<file path="src/rtl/emac_csr_pkg.sv">
package emac_csr_pkg;

    localparam int ADDR_W  = 13;
    localparam int DATA_W  = 32;
    localparam int MAC_W   = 48;

    // storage register slots
    localparam int SLOT_CFG       = 0;
    localparam int SLOT_FILTER    = 1;
    localparam int SLOT_HASH_HI   = 2;
    localparam int SLOT_HASH_LO   = 3;
    localparam int SLOT_MDIO_ADR  = 4;
    localparam int SLOT_MDIO_DAT  = 5;
    localparam int SLOT_FLOW      = 6;
    localparam int SLOT_VLAN      = 7;
    localparam int SLOT_WAKE      = 8;
    localparam int SLOT_PMT       = 9;
    localparam int SLOT_LPI       = 10;
    localparam int SLOT_TIMER     = 11;
    localparam int SLOT_INT_MASK  = 12;
    localparam int SLOT_STA_BASE  = 13;
    localparam int STA_PAIRS      = 4;
    localparam int STA_REGS       = 2 * STA_PAIRS;
    localparam int SLOT_WDOG      = SLOT_STA_BASE + STA_REGS;
    localparam int SLOT_BUSMODE   = SLOT_WDOG + 1;
    localparam int SLOT_RX_BASE   = SLOT_BUSMODE + 1;
    localparam int SLOT_TX_BASE   = SLOT_BUSMODE + 2;
    localparam int SLOT_DSTATUS   = SLOT_BUSMODE + 3;
    localparam int SLOT_DCTRL     = SLOT_BUSMODE + 4;
    localparam int SLOT_IRQ_EN    = SLOT_BUSMODE + 5;
    localparam int NUM_RW         = SLOT_IRQ_EN + 1;
    localparam int SLOT_W         = $clog2(NUM_RW);

    localparam logic [ADDR_W-1:0] OFF_STA_FIRST = 13'h0040;
    localparam logic [ADDR_W-1:0] OFF_STA_LAST  = OFF_STA_FIRST + ADDR_W'(4 * (STA_REGS - 1));
    localparam logic [ADDR_W-1:0] OFF_BUSMODE   = 13'h1000;

    localparam logic [DATA_W-1:0] SWR_MASK = 32'h0000_0001;

    typedef enum logic [1:0] {
        K_NONE = 2'd0,
        K_RW   = 2'd1,
        K_RO   = 2'd2,
        K_WO   = 2'd3
    } reg_kind_e;

    typedef struct packed {
        reg_kind_e           kind;
        logic [SLOT_W-1:0]   slot;
        logic [DATA_W-1:0]   fixed;
    } reg_info_t;

    function automatic reg_info_t as_rw(input int n);
        reg_info_t r;
        r.kind  = K_RW;
        r.slot  = SLOT_W'(n);
        r.fixed = '0;
        return r;
    endfunction

    function automatic reg_info_t as_ro(input logic [DATA_W-1:0] v);
        reg_info_t r;
        r.kind  = K_RO;
        r.slot  = '0;
        r.fixed = v;
        return r;
    endfunction

    function automatic reg_info_t lookup(input logic [ADDR_W-1:0] off);
        reg_info_t r;
        r.kind  = K_NONE;
        r.slot  = '0;
        r.fixed = '0;
        if (off[1:0] != 2'b00) begin
            return r;
        end
        if (off >= OFF_STA_FIRST && off <= OFF_STA_LAST) begin
            return as_rw(SLOT_STA_BASE + int'((off - OFF_STA_FIRST) >> 2));
        end
        case (off)
            13'h0000: r = as_rw(SLOT_CFG);
            13'h0004: r = as_rw(SLOT_FILTER);
            13'h0008: r = as_rw(SLOT_HASH_HI);
            13'h000C: r = as_rw(SLOT_HASH_LO);
            13'h0010: r = as_rw(SLOT_MDIO_ADR);
            13'h0014: r = as_rw(SLOT_MDIO_DAT);
            13'h0018: r = as_rw(SLOT_FLOW);
            13'h001C: r = as_rw(SLOT_VLAN);
            13'h0020: r = as_ro(32'h0000_1032);
            13'h0028: r = as_rw(SLOT_WAKE);
            13'h002C: r = as_rw(SLOT_PMT);
            13'h0030: r = as_rw(SLOT_LPI);
            13'h0034: r = as_rw(SLOT_TIMER);
            13'h0038: r = as_ro('0);
            13'h003C: r = as_rw(SLOT_INT_MASK);
            13'h00D8: r = as_ro('0);
            13'h00DC: r = as_rw(SLOT_WDOG);
            13'h1000: r = as_rw(SLOT_BUSMODE);
            13'h1004: r.kind = K_WO;
            13'h1008: r.kind = K_WO;
            13'h100C: r = as_rw(SLOT_RX_BASE);
            13'h1010: r = as_rw(SLOT_TX_BASE);
            13'h1014: r = as_rw(SLOT_DSTATUS);
            13'h1018: r = as_rw(SLOT_DCTRL);
            13'h101C: r = as_rw(SLOT_IRQ_EN);
            13'h1020: r = as_ro('0);
            13'h1048: r = as_ro('0);
            13'h104C: r = as_ro('0);
            13'h1050: r = as_ro('0);
            13'h1054: r = as_ro('0);
            13'h1058: r = as_ro(32'h100D_4F37);
            default:  r.kind = K_NONE;
        endcase
        return r;
    endfunction

    // power-on table entry of a storage slot
    function automatic logic [DATA_W-1:0] cold_value(input int s);
        if (s == SLOT_TIMER)   return 32'h03E8_0000;
        if (s == SLOT_BUSMODE) return 32'h0002_0101;
        if (s >= SLOT_STA_BASE && s < SLOT_STA_BASE + STA_REGS) begin
            if (((s - SLOT_STA_BASE) % 2) == 1) return 32'hFFFF_FFFF;
            if (s == SLOT_STA_BASE)             return 32'h8000_FFFF;
            return 32'h0000_FFFF;
        end
        return '0;
    endfunction

    // value loaded at reset: the table entry with the self-clearing bit dropped
    function automatic logic [DATA_W-1:0] reload_value(input int s);
        if (s == SLOT_BUSMODE) return cold_value(s) & ~SWR_MASK;
        return cold_value(s);
    endfunction

endpackage

</file>
<file path="src/rtl/emac_csr_decode.sv">
module emac_csr_decode
    import emac_csr_pkg::*;
(
    input  logic                req_valid,
    input  logic                req_write,
    input  logic [ADDR_W-1:0]   req_addr,
    input  logic                swr_bit,
    output reg_info_t           info,
    output logic [NUM_RW-1:0]   wr_en,
    output logic                soft_rst,
    output logic                bad_access
);

    logic wr_hit;

    always_comb begin
        info = lookup(req_addr);
    end

    assign wr_hit   = req_valid && req_write && (info.kind == K_RW);
    assign soft_rst = wr_hit && (info.slot == SLOT_W'(SLOT_BUSMODE)) && swr_bit;

    generate
        for (genvar i = 0; i < NUM_RW; i++) begin : g_we
            assign wr_en[i] = wr_hit && (info.slot == SLOT_W'(i));
        end
    endgenerate

    assign bad_access = req_valid &&
                        (( req_write && (info.kind == K_RO)) ||
                         (!req_write && (info.kind == K_WO)));

endmodule

</file>
<file path="src/rtl/emac_csr_store.sv">
module emac_csr_store
    import emac_csr_pkg::*;
(
    input  logic                clk,
    input  logic                rst,
    input  logic                reload,
    input  logic [NUM_RW-1:0]   wr_en,
    input  logic [DATA_W-1:0]   wdata,
    output logic [DATA_W-1:0]   q [NUM_RW]
);

    generate
        for (genvar i = 0; i < NUM_RW; i++) begin : g_slot
            localparam logic [DATA_W-1:0] INIT = reload_value(i);

            always_ff @(posedge clk) begin
                if (rst || reload) begin
                    q[i] <= INIT;
                end else if (wr_en[i]) begin
                    q[i] <= wdata;
                end
            end

            // a slot not addressed keeps its contents
            a_r2_slot_hold: assert property (@(posedge clk) disable iff (rst)
                (!wr_en[i] && !reload) |=> $stable(q[i]));

            // reload lands on the power-on value
            a_r3_reload_cold: assert property (@(posedge clk) disable iff (rst)
                reload |=> (q[i] == INIT));
        end
    endgenerate

endmodule

</file>
<file path="src/rtl/emac_station_addr.sv">
module emac_station_addr
    import emac_csr_pkg::*;
(
    input  logic [15:0]        hi_word,
    input  logic [DATA_W-1:0]  lo_word,
    output logic [MAC_W-1:0]   mac
);

    localparam int NBYTES = MAC_W / 8;
    logic [7:0] byte_q [NBYTES];

    assign byte_q[0] = hi_word[15:8];
    assign byte_q[1] = hi_word[7:0];

    generate
        for (genvar b = 2; b < NBYTES; b++) begin : g_lo
            assign byte_q[b] = lo_word[DATA_W - 1 - 8*(b-2) -: 8];
        end
        for (genvar b = 0; b < NBYTES; b++) begin : g_pack
            assign mac[MAC_W - 1 - 8*b -: 8] = byte_q[b];
        end
    endgenerate

endmodule

</file>
<file path="src/rtl/emac_csr_bank.sv">
module emac_csr_bank
    import emac_csr_pkg::*;
(
    input  logic                clk,
    input  logic                rst,
    input  logic                req_valid,
    input  logic                req_write,
    input  logic [ADDR_W-1:0]   req_addr,
    input  logic [DATA_W-1:0]   req_wdata,
    output logic [DATA_W-1:0]   rsp_rdata,
    output logic                access_err,
    output logic [MAC_W-1:0]    station_mac
);

    reg_info_t           info;
    logic [NUM_RW-1:0]   wr_en;
    logic                soft_rst;
    logic                bad_access;
    logic [DATA_W-1:0]   q [NUM_RW];
    logic                rd_req;

    emac_csr_decode u_dec (
        .req_valid  (req_valid),
        .req_write  (req_write),
        .req_addr   (req_addr),
        .swr_bit    (req_wdata[0]),
        .info       (info),
        .wr_en      (wr_en),
        .soft_rst   (soft_rst),
        .bad_access (bad_access)
    );

    emac_csr_store u_store (
        .clk    (clk),
        .rst    (rst),
        .reload (soft_rst),
        .wr_en  (wr_en),
        .wdata  (req_wdata),
        .q      (q)
    );

    emac_station_addr u_sta (
        .hi_word (q[SLOT_STA_BASE][15:0]),
        .lo_word (q[SLOT_STA_BASE + 1]),
        .mac     (station_mac)
    );

    assign rd_req = req_valid && !req_write;

    always_comb begin
        rsp_rdata = '0;
        if (rd_req) begin
            case (info.kind)
                K_RW: if (int'(info.slot) < NUM_RW) rsp_rdata = q[info.slot];
                K_RO: rsp_rdata = info.fixed;
                default: rsp_rdata = '0;
            endcase
        end
    end

    always_ff @(posedge clk) begin
        if (rst) begin
            access_err <= 1'b0;
        end else begin
            access_err <= bad_access;
        end
    end

    // write-only offsets read as zero
    a_r5_wo_read_zero: assert property (@(posedge clk) disable iff (rst)
        (rd_req && info.kind == K_WO) |-> (rsp_rdata == '0));

    // version register is fixed
    a_r4_version_fixed: assert property (@(posedge clk) disable iff (rst)
        (rd_req && req_addr == 13'h0020) |-> (rsp_rdata == 32'h0000_1032));

    // every error pulse has an access behind it
    a_r6_err_has_cause: assert property (@(posedge clk) disable iff (rst)
        access_err |-> $past(req_valid));

    // alternate station addresses never move the output
    a_r8_alias_no_effect: assert property (@(posedge clk) disable iff (rst)
        (req_valid && req_write && req_addr >= 13'h0048 && req_addr <= OFF_STA_LAST)
        |=> $stable(station_mac));

    // misaligned accesses stay quiet
    a_r9_unaligned_quiet: assert property (@(posedge clk) disable iff (rst)
        (req_valid && req_addr[1:0] != 2'b00) |=> !access_err);

    // no request, no change of the address output
    a_r10_idle_stable: assert property (@(posedge clk) disable iff (rst)
        !req_valid |=> $stable(station_mac));

endmodule

</file>
<file path="config.mk">
export PLATFORM = sky130hd
export DESIGN_NAME = emac_csr_bank
export DESIGN_NICKNAME = d
export VERILOG_FILES = /design/src/rtl/emac_csr_pkg.sv /design/src/rtl/emac_csr_decode.sv /design/src/rtl/emac_csr_store.sv /design/src/rtl/emac_station_addr.sv /design/src/rtl/emac_csr_bank.sv
export SDC_FILE = /design/constraint.sdc
export NUM_CORES = 2
export LEC_CHECK = 0
export BUFFER_PORTS_ARGS = -buffer_cell sky130_fd_sc_hd__buf_2
export CORE_ASPECT_RATIO = 2
export CORE_MARGIN = 1
export CORE_UTILIZATION = 45
export CTS_BUF_LIST = sky130_fd_sc_hd__clkbuf_8
export CTS_CLUSTER_DIAMETER = 50
export DETAILED_ROUTE_END_ITERATION = 8
export SYNTH_ARGS = -nofsm -noshare
export SYNTH_HDL_FRONTEND = slang
export SYNTH_SLANG_ARGS = --single-unit
</file>
<file path="constraint.sdc">
create_clock -name clk -period 8.45 [get_ports clk]
set_input_delay 2.535 -clock clk [delete_from_list [all_inputs] [get_ports clk]]
set_output_delay 2.535 -clock clk [all_outputs]
set_load 0.1 [all_outputs]
</file>
==> impl_metrics.ini <==
[outcome]
status = finished with violations
violations = negative setup slack

[clock_tree]
clock_path_buffers = 3
ctsHtreeMaxLevel = 4
cts.sinks = 897
clkSlewWorstSetupHoldPaths_ns = 0.06
numCtsBuffers = 131
insertion_delay_ns = 0.82
cts_tree = yes
cts_root_buf = clkbuf_8

[drt]
wl_per_cell_microns = 25.7
vias = 41163
wl_microns = 176000
drc = 0
drt-initial-drc-count = 4807
met2_length_microns = 84500
dr.pass1.iters = 8
drt-met1-wl_microns = 61500
dr_wl_met3_microns = 14800
ant_nets = 0
post_drt_via_cell_ratio = 6.02
dr.max_layer_used = met5

[final_layout]
n_fill_cell = 8089
design_area_sq_um = 48900
drive_gt1_share_pct = 18.9
final_common_cell = nand2_1
syn_to_final_growth_pct = 23.2
most-common-layout-cells = nand2_1, dfxtp_1, a21oi_1
nNetsFinal = 5635

[floorplan]
die-area_sq_um = 89400
start_util_pct = 45.5
coreArea_sq_um = 87100
chipHeight_microns = 422
num_io_pins = 130
rows = 153
die_x_microns = 212

[synth]
synth_top_family_by_area = simple AND/OR/NAND/NOR gates
synth_compound_area_share_pct = 19.2
synth_nets = 5435
ys.flop_type = dfxtp_1
async_flop_share_pct = 0
syn-instance-count = 5379
ys_ff_latch = 897
yosysSeqAreaShare_pct = 45.3
synth-simple-area-share_pct = 25.1
synth_edf_count = 0
synthXorXnorAreaFrac_pct = 0.0662
ys_warn_count = 0
muxShareOfSynthArea_pct = 3.55
synth.avg_cell_area_sq_um = 7.38
yosys.area_share.adder_pct = 0.221
synth.distinct_cells = 83
syn_area_sq_um = 39700

[worst_hold_path]
hp-start = u_store.q[629]$_SDFFE_PP0P_
whs_path_depth = 2
min_to = u_store.q[629]$_SDFFE_PP0P_
worstHoldPathType = flip-flop to flip-flop

[critical_path]
rr_startpoint = u_store.q[435]$_SDFFE_PP1P_
crit_fanout = 5
startpoint = req_addr[9]
arrival_ns = 6.00
end_kind = primary output
r2r_cells = 2
critPathKind = primary input to primary output
start_kind = primary input
reg2reg_slack_ns = 7.64
r2r_end = u_store.q[435]$_SDFFE_PP1P_
critPathRequiredTime_ns = 5.92

[global_routing]
track_usage_pct = 37.7
grt_pass1_vias = 38055
grt_max_degree = 135
grt_overflow_total = 0
grt_pass1_wl_microns = 250000
antenna_found_initial = 10

[place]
placed_cell_area_sq_um = 44200
routabilityCongestion = 0.959
portBuffers = 129
hpwl_microns = 114000

[pwr]
total_power_uw = 8080
ir_worst_vdd_v = 0.000118
p_leak_uw = 0.0181
power.density_nw_per_um2 = 165

[sta]
layout_worst_path_cycle_share_pct = 101
fin_skew_ns = 0
finalSetupViolations = 17
finalMaxSlewViolations = 0
worst_pin_slew_ns = 1.23
fmax_mhz = 117
slew_headroom_pct = 17.8
worst_slack_ns = -0.0832
hold_viol = 0
period_minus_slack_ns = 8.53
rsz0062_at_grt = true

[job]
maxCapViolations = 0
[worst max-delay path: stages]
cell       delay [ns]
buf_6            0.09
or4_4            0.55
or3_4            0.42
buf_12           0.14
o32a_1           0.26
buf_6            0.17
a31oi_4          0.19
nand2_4          0.14
buf_12           0.17
clkbuf_16        0.17
buf_4            0.15
o22ai_1          0.20
a21oi_1          0.16
o221ai_2         0.28
o22ai_4          0.16
buf_12           0.21
[layout make-up]
class                      instances  area (sq um)  area share (%)
timing repair buffer             635          6230            12.7
tap                             1162          1450            2.98
clock buffer                     156          2150            4.39
sequential                       897         18000            36.8
clock inverter                    71           408           0.835
antenna                            6          15.0          0.0307
inverter                          11          43.8          0.0896
multi-input combinational       3903         20600            42.2
[metrics by stage]
stage	std cells	hold WS (ns)	setup TNS (ns)	setup slack [ns]	util [%]
6_report	6841	0.448	-0.652	-0.0832	56.1
3_3_place_gp	6549	0.435	-6.06	-0.378	50.8
4_1_cts	6798	0.451	-0.116	-0.0423	54.6
2_1_floorplan	5379	0.428	-0.568	-0.289	-
3_5_place_dp	6549	0.442	-5.72	-0.332	50.8
5_1_grt	6839	0.463	-1.43	-0.135	56.1
[state kept, by name, indices dropped and copies added (netlist names)]
name	count
u_store.q	896
access_err	1
[layer usage]
| metal | vias up | track usage [%] |
|---|---|---|
| met5 | - | 0 |
| met4 | 4 | 29.1 |
| met3 | 699 | 6.51 |
| met2 | 2361 | 62.5 |
| met1 | 19568 | 42.6 |
| li1 | 18531 | - |
[how the worst max path moves through the flow]
stage / endpoint / depth (start not counted)
final: rsp_rdata[17] / 16
after global routing: rsp_rdata[17] / 16
after CTS: rsp_rdata[24] / 16
after detailed placement: rsp_rdata[2] / 15
after global placement: rsp_rdata[1] / 17
after floorplan: rsp_rdata[18] / 13
[repair_timing]
action,4_1_cts,5_1_grt
pin swaps,26,70
endpoints found under the setup margin,32,32
resized for setup,94,178
cloned,5,6
hold buffers,0,0
hold endpoints to repair,0,0
buffers inserted,18,34
[power by group]
group | leakage (uW) | switching (uW) | total [uW] | internal (uW)
logic | 0.00938 | 232 | 296 | 63.7
registers | 0.00723 | 0.0410 | 4230 | 4230
clock network | 0.00149 | 1760 | 3550 | 1790
[synth_stat cells (4+ instances only)]
cell	instances	area share, %
a211o_1	8	0.18
a211oi_1	10	0.19
a21oi_1	832	10
a221o_1	11	0.28
a221oi_1	29	0.64
a311o_1	4	0.10
a31oi_1	10	0.16
and3_1	28	0.44
buf_1	33	0.31
buf_2	182	2.3
buf_4	51	0.97
clkbuf_1	301	2.8
dfxtp_1	897	45
ha_1	7	0.22
inv_1	11	0.10
mux2_2	5	0.14
mux2i_1	135	3.4
nand2_1	2017	19
nand2b_1	4	0.063
nand3_1	247	3.1
nand4_1	4	0.063
nor2_1	63	0.60
nor2_2	11	0.17
nor2b_1	4	0.063
nor3_1	21	0.26
nor3_2	9	0.23
nor4_1	9	0.14
o2111ai_1	16	0.35
o211ai_1	11	0.21
o21ai_0	78	0.98
o21ai_1	13	0.16
o221a_2	15	0.43
o221ai_1	39	0.86
o22a_1	14	0.31
o22ai_1	101	1.6
o31ai_1	4	0.076
o32ai_1	58	1.3
or2_2	6	0.095
or3_1	11	0.17
[cell families after synthesis]
logic type / Yosys count
adder cells (fa/ha/maj): 7
AO/OA/AOI/OAI: 1290
buffers and inverters: 580
AND/OR/NAND/NOR: 2462
XOR/XNOR: 3
flip-flops: 897
multiplexers: 140
Note: power is estimated with default switching activity, not from simulation.
